## src/rtl/adc_regif_pkg.sv

```systemverilog
package adc_regif_pkg;

   localparam int unsigned BUS_W = 16;

   typedef enum logic [1:0] {
      SEL_NONE   = 2'd0,
      SEL_RESULT = 2'd1,
      SEL_CTRL   = 2'd2
   } reg_sel_e;

endpackage

```

## src/rtl/adc_regif_decode.sv

```systemverilog
module adc_regif_decode
   import adc_regif_pkg::*;
#(
   parameter int unsigned ADDR_W     = 4,
   parameter int unsigned RESULT_OFS = 0,
   parameter int unsigned CTRL_OFS   = 2
) (
   input  logic              sel_i,
   input  logic              wr_i,
   input  logic              word_i,
   input  logic [ADDR_W-1:0] addr_i,
   output reg_sel_e          rd_sel_o,
   output logic              rd_byte_o,
   output logic              ctrl_wr_o
);

   localparam logic [ADDR_W-1:0] RES_A  = ADDR_W'(RESULT_OFS);
   localparam logic [ADDR_W-1:0] CTRL_A = ADDR_W'(CTRL_OFS);

   if (ADDR_W < 2) begin : g_bad_addr
      $error("adc_regif_decode: ADDR_W must be at least 2");
   end
   if (RESULT_OFS == CTRL_OFS) begin : g_bad_ofs
      $error("adc_regif_decode: register offsets must differ");
   end

   logic hit_res, hit_ctrl;

   assign hit_res  = (addr_i == RES_A);
   assign hit_ctrl = (addr_i == CTRL_A);

   always_comb begin
      rd_sel_o = SEL_NONE;
      if (sel_i && !wr_i) begin
         if (hit_res)
            rd_sel_o = SEL_RESULT;
         else if (hit_ctrl)
            rd_sel_o = SEL_CTRL;
      end
   end

   assign rd_byte_o = !word_i;
   // Only a full-width write reaches the control register
   assign ctrl_wr_o = sel_i && wr_i && word_i && hit_ctrl;

endmodule

```

## src/rtl/adc_regif_smux.sv

```systemverilog
module adc_regif_smux #(
   parameter int unsigned CH_W     = 4,
   parameter int unsigned SAMPLE_W = 8
) (
   input  logic [(2**CH_W)*SAMPLE_W-1:0] lanes_i,
   input  logic [CH_W-1:0]               sel_i,
   output logic [SAMPLE_W-1:0]           sample_o
);

   localparam int unsigned NUM_CH = 2**CH_W;

   logic [SAMPLE_W-1:0] lane_a [NUM_CH];

   for (genvar g = 0; g < NUM_CH; g++) begin : g_lane
      assign lane_a[g] = lanes_i[g*SAMPLE_W +: SAMPLE_W];
   end

   assign sample_o = lane_a[sel_i];

endmodule

```

## src/rtl/adc_regif_seq.sv

```systemverilog
module adc_regif_seq #(
   parameter int unsigned CH_W     = 4,
   parameter int unsigned SAMPLE_W = 8,
   parameter int unsigned CONV_LAT = 20
) (
   input  logic                clk,
   input  logic                rst_n,
   input  logic                ctrl_wr_i,
   input  logic                start_i,
   input  logic [CH_W-1:0]     chan_i,
   input  logic [SAMPLE_W-1:0] sample_i,
   output logic [CH_W-1:0]     chan_o,
   output logic                done_o,
   output logic [SAMPLE_W-1:0] result_o
);

   localparam int unsigned CNT_W = (CONV_LAT > 2) ? $clog2(CONV_LAT) : 1;
   localparam logic [CNT_W-1:0] CNT_LOAD = CNT_W'(CONV_LAT - 1);

   if (CONV_LAT < 2 || CONV_LAT > 25) begin : g_bad_lat
      $error("adc_regif_seq: CONV_LAT must lie in 2..25");
   end

   logic             busy_q;
   logic [CNT_W-1:0] cnt_q;

   always_ff @(posedge clk) begin
      if (!rst_n) begin
         busy_q   <= 1'b0;
         cnt_q    <= '0;
         chan_o   <= '0;
         done_o   <= 1'b0;
         result_o <= '0;
      end else if (ctrl_wr_i) begin
         chan_o <= chan_i;
         done_o <= 1'b0;
         busy_q <= start_i;
         cnt_q  <= CNT_LOAD;
      end else if (busy_q) begin
         if (cnt_q == '0) begin
            busy_q   <= 1'b0;
            done_o   <= 1'b1;
            result_o <= sample_i;
         end else begin
            cnt_q <= cnt_q - 1'b1;
         end
      end
   end


   ctrl_clears_done_chk: assert property (@(posedge clk) disable iff (!rst_n)
      ctrl_wr_i |=> !done_o);


   result_hold_chk: assert property (@(posedge clk) disable iff (!rst_n)
      !$rose(done_o) |-> $stable(result_o));


   done_needs_busy_chk: assert property (@(posedge clk) disable iff (!rst_n)
      $rose(done_o) |-> $past(busy_q));


   busy_ends_in_done_chk: assert property (@(posedge clk) disable iff (!rst_n)
      (busy_q && !ctrl_wr_i) |=> (busy_q || done_o));

endmodule

```

## src/rtl/adc_regif.sv

```systemverilog
module adc_regif
   import adc_regif_pkg::*;
#(
   parameter int unsigned ADDR_W   = 4,
   parameter int unsigned CH_W     = 4,
   parameter int unsigned SAMPLE_W = 8,
   parameter int unsigned NUM_CMP  = 6,
   parameter int unsigned CONV_LAT = 20
) (
   input  logic                           clk,
   input  logic                           rst_n,
   input  logic                           bus_sel,
   input  logic                           bus_wr,
   input  logic                           bus_word,
   input  logic [ADDR_W-1:0]              bus_addr,
   input  logic [15:0]                    bus_wdata,
   output logic [15:0]                    bus_rdata,
   input  logic [(2**CH_W)*SAMPLE_W-1:0]  ch_sample,
   input  logic [NUM_CMP-1:0]             cmp_flags,
   output logic [CH_W-1:0]                chan_sel
);

   localparam int unsigned START_BIT = 8;
   localparam int unsigned STAT_PAD  = BUS_W - NUM_CMP - CH_W;
   localparam int unsigned RES_PAD   = BUS_W - 1 - SAMPLE_W;

   if (SAMPLE_W < 1 || SAMPLE_W > 8) begin : g_bad_sw
      $error("adc_regif: SAMPLE_W must lie in 1..8");
   end
   if (CH_W < 1 || CH_W > 7) begin : g_bad_cw
      $error("adc_regif: CH_W must lie in 1..7");
   end
   if (NUM_CMP < 1 || STAT_PAD < 1) begin : g_bad_cmp
      $error("adc_regif: NUM_CMP and CH_W do not fit the status word");
   end

   reg_sel_e            rd_sel;
   logic                rd_byte;
   logic                ctrl_wr;
   logic                done;
   logic [SAMPLE_W-1:0] result;
   logic [SAMPLE_W-1:0] sample;
   logic [15:0]         res_word;
   logic [15:0]         stat_word;
   logic [15:0]         word_v;
   logic                unused_wbits;

   assign unused_wbits = ^{bus_wdata[15:START_BIT+1], bus_wdata[START_BIT-1:CH_W]};

   adc_regif_decode #(
      .ADDR_W     (ADDR_W),
      .RESULT_OFS (0),
      .CTRL_OFS   (2)
   ) i_decode (
      .sel_i     (bus_sel),
      .wr_i      (bus_wr),
      .word_i    (bus_word),
      .addr_i    (bus_addr),
      .rd_sel_o  (rd_sel),
      .rd_byte_o (rd_byte),
      .ctrl_wr_o (ctrl_wr)
   );

   adc_regif_smux #(
      .CH_W     (CH_W),
      .SAMPLE_W (SAMPLE_W)
   ) i_smux (
      .lanes_i  (ch_sample),
      .sel_i    (chan_sel),
      .sample_o (sample)
   );

   adc_regif_seq #(
      .CH_W     (CH_W),
      .SAMPLE_W (SAMPLE_W),
      .CONV_LAT (CONV_LAT)
   ) i_seq (
      .clk       (clk),
      .rst_n     (rst_n),
      .ctrl_wr_i (ctrl_wr),
      .start_i   (bus_wdata[START_BIT]),
      .chan_i    (bus_wdata[CH_W-1:0]),
      .sample_i  (sample),
      .chan_o    (chan_sel),
      .done_o    (done),
      .result_o  (result)
   );

   assign res_word  = {done, {RES_PAD{1'b0}}, result};
   assign stat_word = {cmp_flags, chan_sel, {STAT_PAD{1'b0}}};

   always_comb begin
      unique case (rd_sel)
         SEL_RESULT: word_v = res_word;
         SEL_CTRL:   word_v = stat_word;
         default:    word_v = '0;
      endcase
   end

   assign bus_rdata = rd_byte ? {8'h00, word_v[15:8]} : word_v;


   byte_wr_chan_chk: assert property (@(posedge clk) disable iff (!rst_n)
      (bus_sel && bus_wr && !bus_word) |=> $stable(chan_sel));


   byte_wr_flag_chk: assert property (@(posedge clk) disable iff (!rst_n)
      (bus_sel && bus_wr && !bus_word && done) |=> done);


   idle_rdata_chk: assert property (@(posedge clk) disable iff (!rst_n)
      (!bus_sel || bus_wr) |-> (bus_rdata == 16'h0000));

endmodule

```

## config.mk

```make
export PLATFORM = sky130hd
export DESIGN_NAME = adc_regif
export DESIGN_NICKNAME = d
export VERILOG_FILES = /design/src/rtl/adc_regif_pkg.sv /design/src/rtl/adc_regif_decode.sv /design/src/rtl/adc_regif_smux.sv /design/src/rtl/adc_regif_seq.sv /design/src/rtl/adc_regif.sv
export SDC_FILE = /design/constraint.sdc
export NUM_CORES = 1
export LEC_CHECK = 0
export BUFFER_PORTS_ARGS = -buffer_cell sky130_fd_sc_hd__buf_2
export CELL_PAD_IN_SITES_DETAIL_PLACEMENT = 1
export CELL_PAD_IN_SITES_GLOBAL_PLACEMENT = 2
export CORE_MARGIN = 1.5
export CORE_UTILIZATION = 20
export CTS_CLUSTER_SIZE = 28
export DETAILED_ROUTE_END_ITERATION = 10
export PLACE_DENSITY_LB_ADDON = 0.3
export SLEW_MARGIN = 10
export SYNTH_ARGS = -nofsm -noshare
export SYNTH_HDL_FRONTEND = slang
export SYNTH_SLANG_ARGS = --single-unit
```

## constraint.sdc

```tcl
create_clock -name clk -period 3.45 [get_ports clk]
set_input_delay 0.69 -clock clk [delete_from_list [all_inputs] [get_ports clk]]
set_output_delay 0.69 -clock clk [all_outputs]
set_load 0.02 [all_outputs]
```

# After elaboration in Yosys (flattened, before gate mapping)
# Cells that the tools add are included.
dict set report totals {
  output_inout_bits 20
  regBits 19
  word_cells 43
}
dict set report op_classes {
  n_lt_le_gt_ge 1
  add_sub_neg 1
  bitwise 4
  eq_ne 4
  n_mux 14
  n_reduce_logical 13
}
# cell count
set ops {}
lappend ops {{binary-select mux 8 bit (select 4 bit)} 1}
lappend ops {{case mux 16 bit (2 select lines)} 1}
lappend ops {{2-to-1 mux 16 bit} 1}
lappend ops {{2-to-1 mux 8 bit} 2}
lappend ops {{2-to-1 mux 5 bit} 3}
lappend ops {{2-to-1 mux 2 bit} 3}
lappend ops {{AND reduction 2 bit} 3}
lappend ops {{greater-or-equal comparator 5 bit (second input constant)} 1}
lappend ops {{logical NOT 5 bit} 1}
lappend ops {{inverter 4 -> 5 bit} 1}
lappend ops {{subtractor 5 x 1 -> 5 bit (second input constant)} 1}
lappend ops {{== test 4 x 2 -> 1 bit (second input constant)} 1}
lappend ops {{logical AND 1 bit} 4}
lappend ops {{logical NOT 4 bit} 1}
lappend ops {{2-to-1 mux 1 bit} 3}
lappend ops {{inverter 1 bit} 3}
lappend ops {{AND reduction 3 bit} 1}
lappend ops {{== test 2 x 1 -> 1 bit (second input constant)} 1}
lappend ops {{== test 2 bit (second input constant)} 1}
lappend ops {{!= test 2 bit (second input constant)} 1}
lappend ops {{nonzero test 2 bit} 1}
lappend ops {{OR reduction 2 bit} 1}
lappend ops {{logical NOT 1 bit} 1}

# Logic depth before layout (Yosys ltp)
dict set report depth {
  ltp_word 7
  depth_mapped 8
  ltp_nobuf 8
}

# Cells and area by module
# Synthesis repeated with hierarchy kept, for this count alone.
dict set report hier_totals {
  hier_cells 203
  area_unflattened_um2 2197.1
}
# module cells_per_inst area_per_inst_um2 instances
set modules_own_cells {}
lappend modules_own_cells {adc_regif_smux 70 1033.5 1}
lappend modules_own_cells {adc_regif_seq 86 818.3 1}
lappend modules_own_cells {adc_regif 41 292.8 1}
lappend modules_own_cells {adc_regif_decode 6 52.6 1}

# Worst setup path after synthesis
# OpenSTA, ideal clock, no wires.
dict set report synth_timing {
  path_kind {input-to-output}
  from {in bus_addr[0]}
  to {out bus_rdata[0]}
  setup_slack_ps 273
  cell_stages 6
  path_buffers 0
  t_arrival_ps 2487
  required_time_ps 2760
  cell_sequence {or4b_1 or3_1 ha_1 nor2b_1 nand3_1 o21ai_1}
}
dict set report synth_between {
  elab_chain_cells 7
}
# item line
set synth_rtl {}
lappend synth_rtl {{from (decl)} adc_regif.sv:15} ;# input logic [ADDR_W-1:0] bus_addr,
lappend synth_rtl {{== test 4 x 2 -> 1 bit} adc_regif_decode.sv:30} ;# assign hit_ctrl = (addr_i == CTRL_A);
lappend synth_rtl {{2-to-1 mux 2 bit} adc_regif_decode.sv:37} ;# else if (hit_ctrl)
lappend synth_rtl {{2-to-1 mux 2 bit (*)} adc_regif_decode.sv:35} ;# if (hit_res)
lappend synth_rtl {{2-to-1 mux 2 bit (*)} adc_regif_decode.sv:34} ;# if (sel_i && !wr_i) begin
lappend synth_rtl {{== test 2 bit or == test 2 x 1 -> 1 bit (tied branches)} adc_regif.sv:93} ;# unique case (rd_sel)
lappend synth_rtl {{case mux 16 bit (2 select lines) (*)} adc_regif.sv:93}
lappend synth_rtl {{2-to-1 mux 16 bit (*)} adc_regif.sv:100} ;# assign bus_rdata = rd_byte ? {8'h00, word_v[15:8]} : word_v;
lappend synth_rtl {{to (decl)} adc_regif.sv:17} ;# output logic [15:0] bus_rdata,
# Mark *: on every way between the ends. The rest lies on a longest branch, timed or not.

# Final worst setup path
dict set report layout_timing {
  from {in bus_addr[0]}
  to {out bus_rdata[4]}
}
# The elaborated chain is that of the path after synthesis.

==> flow_summary.json <==
{
  "status": "finished, final reports clean",
  "dp_hpwl_mm": 6.71,
  "placementRows": 36,
  "initial_utilization_pct": 20.6,
  "maxCapViolCount": 0,
  "antenna_found_initial": 0,
  "worstPathArrival_ns": 2.61,
  "worstPathRequired_ns": 2.76,
  "ys_seq_elements": 19,
  "tightestPinTransition_ns": 0.874,
  "rsz0062_at_grt": "false",
  "reg2reg_slack_ns": 1.11,
  "synth_warnings": 0,
  "nets": 514,
  "holdBufCountCts": 0,
  "worstReg2RegStart": "i_seq.chan_o[1]$_SDFFE_PN0P_",
  "vias_per_cell": 4.61,
  "drive_gt1_share_pct": 61.5,
  "layout_setup_ws_ns": 0.153,
  "drtIter0Drc": 54,
  "synth_top_area_share_pct": 36.0,
  "yosysTopAreaCell": "mux4_2",
  "diodes": 0,
  "startpoint_type": "primary input",
  "dr.pass1.iters": 4,
  "hold_ws_ns": 0.492,
  "hp-class": "flip-flop to flip-flop",
  "synth_seq_area_share_pct": 19.0,
  "p_leak_nw": 1.45,
  "syn_area_um2": 2000,
  "crit_type": "primary input to output pin",
  "synth_common_cells": "mux4_2 (32), nand2_1 (29), dfxtp_1 (19)",
  "finalHoldViolations": 0,
  "core_area_um2": 9730,
  "final_cells": 484,
  "synthFlopType": "dfxtp_1",
  "yosysMostFrequentCell": "mux4_2",
  "grt_pass1_vias": 2231,
  "cts_tree": "yes",
  "min_from": "i_seq.done_o$_SDFFE_PP0P_",
  "max_freq_mhz": 303,
  "syn_area_per_cell_um2": 10.5,
  "final_core_util_pct": 30.9,
  "synthCells": 191,
  "tns_ns": 0,
  "finalSetupViolations": 0,
  "vias": 2230,
  "worstSkewPairLatency_ns": 0.25,
  "worst-path-max-fanout": 6,
  "synthArstFlopShare_pct": 0,
  "r2r-end": "i_seq.result_o[5]$_SDFFE_PN0P_",
  "antenna_left": 0,
  "wirelength_mm": 7.74,
  "cp-end-kind": "output pin",
  "cts_buffer_depth": 2,
  "grt_start_max_net_pins": 37,
  "htreeDepth": 1,
  "slew-limit-headroom_pct": 41.7,
  "cts_root_buf": "clkbuf_8",
  "ios": 179,
  "drc": 0,
  "hold_end": "i_seq.done_o$_SDFFE_PP0P_",
  "vdd_drop_max_mv": 0.0804,
  "cts-buffers-inserted": 3,
  "skew_ns": 0.00500,
  "postLayoutCellArea_um2": 3010,
  "synth.net_count": 353,
  "gp_congestion": 0.744,
  "hold_path_depth": 2,
  "clk_pin_slew_ns": 0.07,
  "pwr_density_cell_nw_per_um2": 173,
  "grt_use_total_pct": 13.9,
  "synth_area_leaders": "mux4_2 (36%), dfxtp_1 (19%), mux2i_1 (6.0%)",
  "synth.distinct_cells": 35,
  "die_width_um": 103,
  "die_h_um": 103,
  "post-cts-setup-buffer-count": 0,
  "slew_violations": 0,
  "grt_overflow": 0,
  "period_share_pct": 95.6,
  "preCtsSetupSlack_ns": 0.0732,
  "die-area_um2": 10600,
  "synth_edf_count": 0,
  "wire_per_inst_um": 16.0,
  "clock_sinks": 19,
  "port_buffers": 167,
  "rr_worst_depth": 5,
  "dpl_cell_area_um2": 2940,
  "syn_to_final_growth_pct": 50.4,
  "period_needed_ns": 3.30,
  "power_uw": 520,
  "place_inst": 480,
  "cts_resized": 0,
  "grt_pass1_wl_mm": 11.3
}
[kinds of logic (layout without fill, tap and decap cells)]
logic type | after synthesis | count (layout) | share of synthesized area (%)
compound gates | 24 | 24 | 10.1
buf+inv | 24 | 184 | 6.38
xor+xnor | 3 | 3 | 1.31
fa+ha+maj | 3 | 3 | 1.88
mux | 47 | 47 | 43.7
simple gates | 71 | 71 | 17.6
flops | 19 | 19 | 19.0
[cell type report]
cell class | count | area, um2
clock buffers | 4 | 45.0
fillers | 1182 | 6720
inverters | 9 | 33.8
multi-input cells | 148 | 1510
flip-flops and latches | 19 | 383
repair buffers | 171 | 871
well taps | 133 | 166
[registers in the layout, summed over array words and instances (netlist names)]
name,flops
i_seq.done_o,1
i_seq.result_o,8
i_seq.busy_q,1
i_seq.cnt_q,5
i_seq.chan_o,4
[how the worst max path moves through the flow]
stage	start	endpoint	slack [ns]	cells after the start
floorplan	bus_addr[0]	bus_rdata[0]	0.27	6
global route	bus_addr[0]	bus_rdata[1]	0.01	10
CTS	bus_addr[0]	bus_rdata[1]	0.07	9
detailed placement	bus_addr[0]	bus_rdata[1]	0.07	9
finish	bus_addr[0]	bus_rdata[4]	0.15	8
global placement	bus_addr[0]	bus_rdata[1]	0.07	9
[report_power, final]
group / total (mW) / switching, mW / internal (mW)
clock: 0.153 / 0.0709 / 0.0819
combinational: 0.145 / 0.0514 / 0.0941
sequential: 0.222 / 0.00181 / 0.220
total: 0.520 / 0.124 / 0.396
[cell usage in the layout, fill, tap and decap left out, drive strengths merged]
| cell type | n |
|---|---|
| a2111o | 1 |
| a211oi | 1 |
| a21oi | 4 |
| a221o | 8 |
| a221oi | 1 |
| a22oi | 2 |
| a32o | 4 |
| and3 | 8 |
| buf | 171 |
| clkbuf | 4 |
| dfxtp | 19 |
| ha | 3 |
| inv | 9 |
| mux2 | 3 |
| mux2i | 12 |
| mux4 | 32 |
| nand2 | 29 |
| nand2b | 1 |
| nand3 | 4 |
| nand4bb | 1 |
| nor2 | 13 |
| nor2b | 2 |
| nor3 | 9 |
| nor4b | 1 |
| o21ai | 3 |
| or3 | 1 |
| or4b | 2 |
| xnor2 | 1 |
| xor2 | 2 |
[worst max-delay path, stage by stage]
cell,delay [ns]
buf_2,0.11
or4b_1,0.55
or3_4,0.37
ha_4,0.29
nor2b_1,0.04
buf_4,0.15
a32o_1,0.25
buf_2,0.16
[per-layer routing]
metal | vias up | part of all wire, % | global-route usage, %
li1 | 1072 | - | -
met5 | - | 0 | 0
met4 | 0 | 1.0 | 3.22
met2 | 103 | 50 | 24.3
met1 | 1049 | 42 | 18.0
met3 | 6 | 6.7 | 2.37
(Power assumes the default switching activity.)
